## src/rtl/fmul18_pkg.sv

```systemverilog
package fmul18_pkg;
  localparam int EXP_W  = 8;
  localparam int MAN_W  = 9;
  localparam int WORD_W = 1 + EXP_W + MAN_W;
  localparam int BIAS   = 128;
endpackage

```

## src/rtl/fmul18_mant.sv

```systemverilog
module fmul18_mant #(
  parameter int MAN_W = 9
) (
  input  logic [MAN_W-1:0] man_a,
  input  logic [MAN_W-1:0] man_b,
  output logic [MAN_W-1:0] man_o,
  output logic             shift_o,
  output logic             zero_o
);
  localparam int PW = 2 * MAN_W;

  logic [PW-1:0] full;
  logic [PW-1:0] norm;

  always_comb begin
    full    = {{MAN_W{1'b0}}, man_a} * {{MAN_W{1'b0}}, man_b};
    shift_o = ~full[PW-1];
    norm    = shift_o ? (full << 1) : full;
    man_o   = norm[PW-1 -: MAN_W];
    zero_o  = (man_a == '0) || (man_b == '0);
  end

  // two normalised fractions never leave the leading bit clear
  always_comb begin
    if (man_a[MAN_W-1] && man_b[MAN_W-1])
      assert_norm_out_R9: assert (man_o[MAN_W-1]);
  end
endmodule

```

## src/rtl/fmul18_exp.sv

```systemverilog
module fmul18_exp #(
  parameter int EXP_W = 8,
  parameter int BIAS  = 128
) (
  input  logic [EXP_W-1:0] exp_a,
  input  logic [EXP_W-1:0] exp_b,
  input  logic             shift_i,
  output logic [EXP_W-1:0] exp_o
);
  localparam int SW = EXP_W + 2;

  logic [SW-1:0] acc;

  always_comb begin
    acc = {2'b00, exp_a} + {2'b00, exp_b} - SW'(BIAS)
          - {{(SW-1){1'b0}}, shift_i};
    exp_o = acc[EXP_W-1:0];
  end
endmodule

```

## src/rtl/fmul18.sv

```systemverilog
module fmul18
  import fmul18_pkg::*;
#(
  parameter int EW = EXP_W,
  parameter int MW = MAN_W,
  parameter int BS = BIAS
) (
  input  logic                clk,
  input  logic                rst,
  input  logic [EW+MW:0]      op_a,
  input  logic [EW+MW:0]      op_b,
  output logic [EW+MW:0]      prod_o
);
  localparam int WW  = 1 + EW + MW;
  localparam int SGN = WW - 1;

  logic [MW-1:0] man_r;
  logic [EW-1:0] exp_r;
  logic          shift_w, zero_w, sign_w;
  logic [WW-1:0] next_w;
  logic [WW-1:0] prod_q;

  fmul18_mant #(.MAN_W(MW)) u_mant (
    .man_a  (op_a[MW-1:0]),
    .man_b  (op_b[MW-1:0]),
    .man_o  (man_r),
    .shift_o(shift_w),
    .zero_o (zero_w)
  );

  fmul18_exp #(.EXP_W(EW), .BIAS(BS)) u_exp (
    .exp_a  (op_a[MW +: EW]),
    .exp_b  (op_b[MW +: EW]),
    .shift_i(shift_w),
    .exp_o  (exp_r)
  );

  always_comb begin
    sign_w = op_a[SGN] ^ op_b[SGN];
    if (zero_w) next_w = {sign_w, {(EW+MW){1'b0}}};
    else        next_w = {sign_w, exp_r, man_r};
  end

  always_ff @(posedge clk) begin
    if (rst) prod_q <= '0;
    else     prod_q <= next_w;
  end

  assign prod_o = prod_q;

  // reset leaves an all-zero word
  assert_reset_clear_R7: assert property (@(posedge clk)
    $past(rst) |-> prod_q == '0);

  // sign of the registered result follows the operands of the prior edge
  assert_sign_xor_R2: assert property (@(posedge clk) disable iff (rst)
    !$past(rst) |-> prod_q[SGN] == ($past(op_a[SGN]) ^ $past(op_b[SGN])));

  // a zero mantissa on either side clears the magnitude
  assert_zero_mag_R6: assert property (@(posedge clk) disable iff (rst)
    (!$past(rst) && ($past(op_a[MW-1:0]) == '0 || $past(op_b[MW-1:0]) == '0))
    |-> prod_q[SGN-1:0] == '0);

  // normalised operands give a normalised registered result
  assert_norm_reg_R9: assert property (@(posedge clk) disable iff (rst)
    (!$past(rst) && $past(op_a[MW-1]) && $past(op_b[MW-1]))
    |-> prod_q[MW-1]);

  // the exponent lands on one of the two bias choices
  assert_exp_pick_R4: assert property (@(posedge clk) disable iff (rst)
    (!$past(rst) && $past(op_a[MW-1:0]) != '0 && $past(op_b[MW-1:0]) != '0)
    |-> (prod_q[MW +: EW] == EW'($past(op_a[MW +: EW]) + $past(op_b[MW +: EW]) - BS)
      || prod_q[MW +: EW] == EW'($past(op_a[MW +: EW]) + $past(op_b[MW +: EW]) - BS - 1)));
endmodule

```

## config.mk

```make
export PLATFORM = sky130hd
export DESIGN_NAME = fmul18
export DESIGN_NICKNAME = d
export VERILOG_FILES = /design/src/rtl/fmul18_pkg.sv /design/src/rtl/fmul18_mant.sv /design/src/rtl/fmul18_exp.sv /design/src/rtl/fmul18.sv
export SDC_FILE = /design/constraint.sdc
export NUM_CORES = 1
export LEC_CHECK = 0
export ABC_CLOCK_PERIOD_IN_PS = 10860
export BUFFER_PORTS_ARGS = -buffer_cell sky130_fd_sc_hd__buf_2
export CELL_PAD_IN_SITES_DETAIL_PLACEMENT = 1
export CELL_PAD_IN_SITES_GLOBAL_PLACEMENT = 1
export CORE_ASPECT_RATIO = 0.9
export CORE_MARGIN = 3
export CORE_UTILIZATION = 40
export CTS_CLUSTER_DIAMETER = 40
export DETAILED_ROUTE_END_ITERATION = 16
export GPL_ROUTABILITY_DRIVEN = 0
export GPL_TIMING_DRIVEN = 0
export MAX_ROUTING_LAYER = met4
export PLACE_DENSITY_LB_ADDON = 0.1
export SLEW_MARGIN = 20
export SYNTH_ARGS = -nofsm -noshare
export SYNTH_HDL_FRONTEND = slang
export SYNTH_SLANG_ARGS = --single-unit
```

## constraint.sdc

```tcl
create_clock -name clk -period 10.86 [get_ports clk]
set_input_delay 2.715 -clock clk [delete_from_list [all_inputs] [get_ports clk]]
set_output_delay 2.715 -clock clk [all_outputs]
set_load 0.005 [all_outputs]
```

== Yosys cells after proc, flatten, opt, wreduce, memory -nomap -nowiden ==
Index checks and enable logic that the tools add are counted.
Widths: inputs -> output; s select.

* Reduce and logical (&&, ||, !) cells: 4
* Shift operators: 0
* Bitwise operators: 2
* Div/mod/pow operators: 0
* Add/sub/neg operators: 3
* Eq/ne operators: 0
* Mux-type cells: 1
* Order comparisons: 0
* $mul: 1

{| class="wikitable"
|+ Operators by type and width
! operator !! number
|-
| $logic_not 9->1 || 2
|-
| $mul 9x9->18 || 1
|-
| $mux 18 || 1
|-
| $add 8x8->8 || 1
|-
| $sub 8x1->8 || 1
|-
| $sub 8x8->8 const B || 1
|-
| $reduce_or 2->1 || 1
|-
| $logic_or 1x1->1 || 1
|-
| $not 1->1 || 1
|-
| $xor 1x1->1 || 1
|}

* Word-level logic and storage cells: 13
* Memories: 0
* Bits in read-only memories: 0
* Bits in latches: 0
* Output and inout port bits: 18
* RAM bits: 0
* Flip-flop bits (word level): 18
* Input port bits: 38

== Logic depth before layout (Yosys ltp) ==
* Depth in word-level cells: 3
* Mapped depth: 26
* Mapped depth without buffers: 25

== Modules after synthesis ==
A second synthesis with hierarchy kept.

* Cell total of the unflattened synthesis: 434
* Area total of the unflattened synthesis: 3753.6 um^2

{| class="wikitable"
|+ Modules (own cells, without submodules)
! module !! times used !! seq. area each (um^2) !! cells each !! area each (um^2)
|-
| fmul18_mant || 1 || 0.0 || 321 || 2688.8
|-
| fmul18_exp || 1 || 0.0 || 74 || 545.5
|-
| fmul18 || 1 || 360.3 || 39 || 519.2
|}

== Worst setup path before layout ==
OpenSTA, ideal clock, no wires.

* Path type: in2reg
* Start point: input port op_a[2]
* End point: register prod_q[16] (netlist: prod_o[16])
* Path buffers: 1
* Slack: 2457 ps
* Data required time: 10743 ps
* Arrival: 8286 ps
* Setup time: 117 ps
* Stages: 23
* Cells stage by stage: clkbuf_1 and2_1 fa_1 fa_1 fa_1 inv_1 fa_1 inv_1 ha_1 a21oi_2 o21ai_1 a21oi_1 a21oi_4 or3_1 ha_1 ha_1 fa_1 a21o_1 a21oi_1 o21bai_1 a21oi_1 xnor2_1 nor2_1

* Word-level cells in the longest chain between the ends: 3
* Elaborated cells between the ends (all ways): 6
* Those cells by class: 1 x add/sub; 1 x mul; 1 x bitwise; 3 x reduce/logical

{| class="wikitable"
|+ Ends and longest elaborated chain
! what !! line !! RTL
|-
| start, declared || fmul18.sv:10 || <nowiki>input logic [EW+MW:0] op_a,</nowiki>
|-
| $mul 9x9->18 / $logic_not 9->1 (equally long branches) || fmul18_mant.sv:16, fmul18_mant.sv:20 ||
|-
| $not 1->1 / $logic_or 1x1->1 (equally long branches) || fmul18_mant.sv:17, fmul18_mant.sv:20 ||
|-
| $sub 8x1->8 / $reduce_or 2->1 (equally long branches) || -- ||
|-
| end signal, assigned || fmul18.sv:46 || <nowiki>else prod_q <= next_w;</nowiki>
|-
| end, declared || fmul18.sv:21 || <nowiki>logic [WW-1:0] prod_q;</nowiki>
|}

Parallel ways exist; a longest one is shown, timed or not.
A chain may end at the register's enable or synchronous reset.

== Worst setup path in the final report ==
Same ends and word-level chain as after synthesis.

==> impl_metrics.ini <==
[synthesis]
avgSynthCellArea_sq_um = 8.57
syn_inst = 442
synth.distinct_cells = 53
ys_seq_area_share_pct = 9.51
netlist_area_sq_um = 3790
async_reset_ff_share_pct = 0
synth_nets = 583
synthFlopType = dfxtp_1
synth_warnings = 0
ys_ff_latch = 18
synth_edf_count = 0

[clocking]
cts.sinks = 18
clockBufferDepth = 2
cts_setup_buffers = 0
tritoncts = yes
cts_buffers = 3
cts_resized = 0
path_clk_slew_ns = 0.07
cts.root.buffer_cell = clkbuf_8
htreeDepth = 1
holdBufCountCts = 0

[placed_design]
dpl_cell_area_sq_um = 4180
place_inst = 611
dp_hpwl_mm = 7.87
port_buffers = 47

[floorplanning]
die_width_um = 109
io_pins = 56
core-area_sq_um = 9170
start_util_pct = 41.3
die_h_um = 98.3
die_area_sq_um = 10700
num_rows = 33

[timing]
tns_ns = 0
timing.final.crit_period_ns = 9.01
hold_viol = 0
rsz0062_at_grt = no
fin_crit_sh_pct = 82.9
fmax_ghz = 0.111
worst_pin_slew_ns = 0.506
setup_violations = 0
maxSlewViolCount = 0
slew_headroom_pct = 66.1

[worst_setup_path]
cp-end-kind = flip-flop
required_ns = 11.01
max_stage_delay_ns = 0.55
path_class = input port to flip-flop
crit_family = adder cells
critPathMaxFanout = 10
crit_arrival_ns = 9.15
cpMaxStageDelayCell = fa_1
cpMostUsedCell = fa_1
cp.buffers_inverters = 4
start_kind = input port

[power]
p_int_uw = 374
power_density_nw_per_um2 = 176
ir_drop_uv = 80.6
swShare_pct = 49.7
clock_power_share_pct = 7.4
power.switching_uw = 369
p_seq_share_pct = 12.6
power_frac_comb_pct = 80.0
leakage_nw = 2.25

[drt]
wire_per_inst_um = 15.2
drc = 0
vias_per_cell = 5.17
first_pass_iters = 4
drt-total-wl_mm = 9.34
drt_iter0_markers = 109
vias = 3181
ant_nets = 0

[grt]
grt-busiest-layer = met2
grt_pass1_vias = 3422
grt_overflow = 0
globalRouteMet1Util_pct = 24.5
grt_pass1_wl_mm = 16.1
grt_use_total_pct = 19.2
grt_util_met3_pct = 2.12
met2_usage_pct = 33.6
antenna_found_initial = 0
grt_start_max_net_pins = 11

[finish]
post-route-util_pct = 46.2
final_nets = 635
antenna_cells = 0
instances_no_fill = 615
fill_cells = 1167
drive_gt1_share_pct = 14.8
area_growth_pct = 11.7
post-route-cell-area_sq_um = 4230
largest_reg_flops = 18

[min_path]
min_path_type = input port to flip-flop

[run_status]
status = completed

[job]
cap_violations = 0
-- synth_stat cells (all sizes together), types with 4 or more instances --
master	number	area, sq um
xnor2	9	78.8
o21ai	13	65.1
nand4	4	25.0
or3	4	25.0
ha	53	663
and2	52	325
clkbuf	8	30.0
nor2	15	58.8
nand3	6	42.5
nand2	41	154
a21o	8	60.1
buf	5	27.5
fa	50	1000
dfxtp	18	360
a21oi	21	128
inv	87	327
-- kinds of logic (layout without fill, tap and decap cells) --
family	count (synthesis)	after routing	share of synthesized area, %
buffers and inverters	100	151	10.1
adders and majority gates	103	103	43.9
AOI/OAI and AO/OA	68	68	12.6
xor gates and xnor gates	12	12	2.77
and+or+nand+nor	138	138	20.3
DFF	18	18	9.51
muxes	3	3	0.825
-- final timing paths --
kind	start	to	slack (ns)	cells after the start
max	op_a[2]	prod_o[16]$_SDFF_PP0_	1.85	25
min	rst	prod_o[17]$_SDFF_PP0_	2.68	2
-- stage by stage --
stage	total power, mW	setup slack (ns)	hold WS, ns
after floorplan	0.544	2.46	2.79
after global placement	0.672	1.66	2.95
after global routing	0.840	1.43	2.68
after detailed placement	0.691	1.66	2.95
after CTS	0.752	1.90	2.68
final	0.743	1.85	2.68
-- final cells by class --
class,instances,area (sq um),area share [%]
multi-input combinational,324,3050,71.9
sequential,18,360,8.51
inverter,87,327,7.72
timing repair buffer,47,235,5.56
tap,122,153,3.61
buffer,13,57.6,1.36
clock buffer,4,55.1,1.30
-- layout by cell type, fill, tap and decap left out, drive strengths merged, types with 13 or more instances in the layout --
master,count
nand2,41
and2,52
fa,50
dfxtp,18
nor2,15
a21oi,21
buf,52
inv,87
ha,53
o21ai,13
-- power groups by stage --
stage	combinational (mW)	clock, mW	sequential, mW
after global routing	0.683	0.0605	0.0962
after global placement	0.577	0	0.0952
after detailed placement	0.595	0	0.0955
after floorplan	0.446	0	0.0983
after CTS	0.600	0.0574	0.0940
final	0.595	0.0550	0.0935
-- per-layer routing --
metal | share of wire (%) | wire, um
met1 | 43 | 4060
met2 | 52 | 4840
met3 | 3.7 | 342
met4 | 1.1 | 107
met5 | 0 | 0
Power figures use the tool's default switching activity.
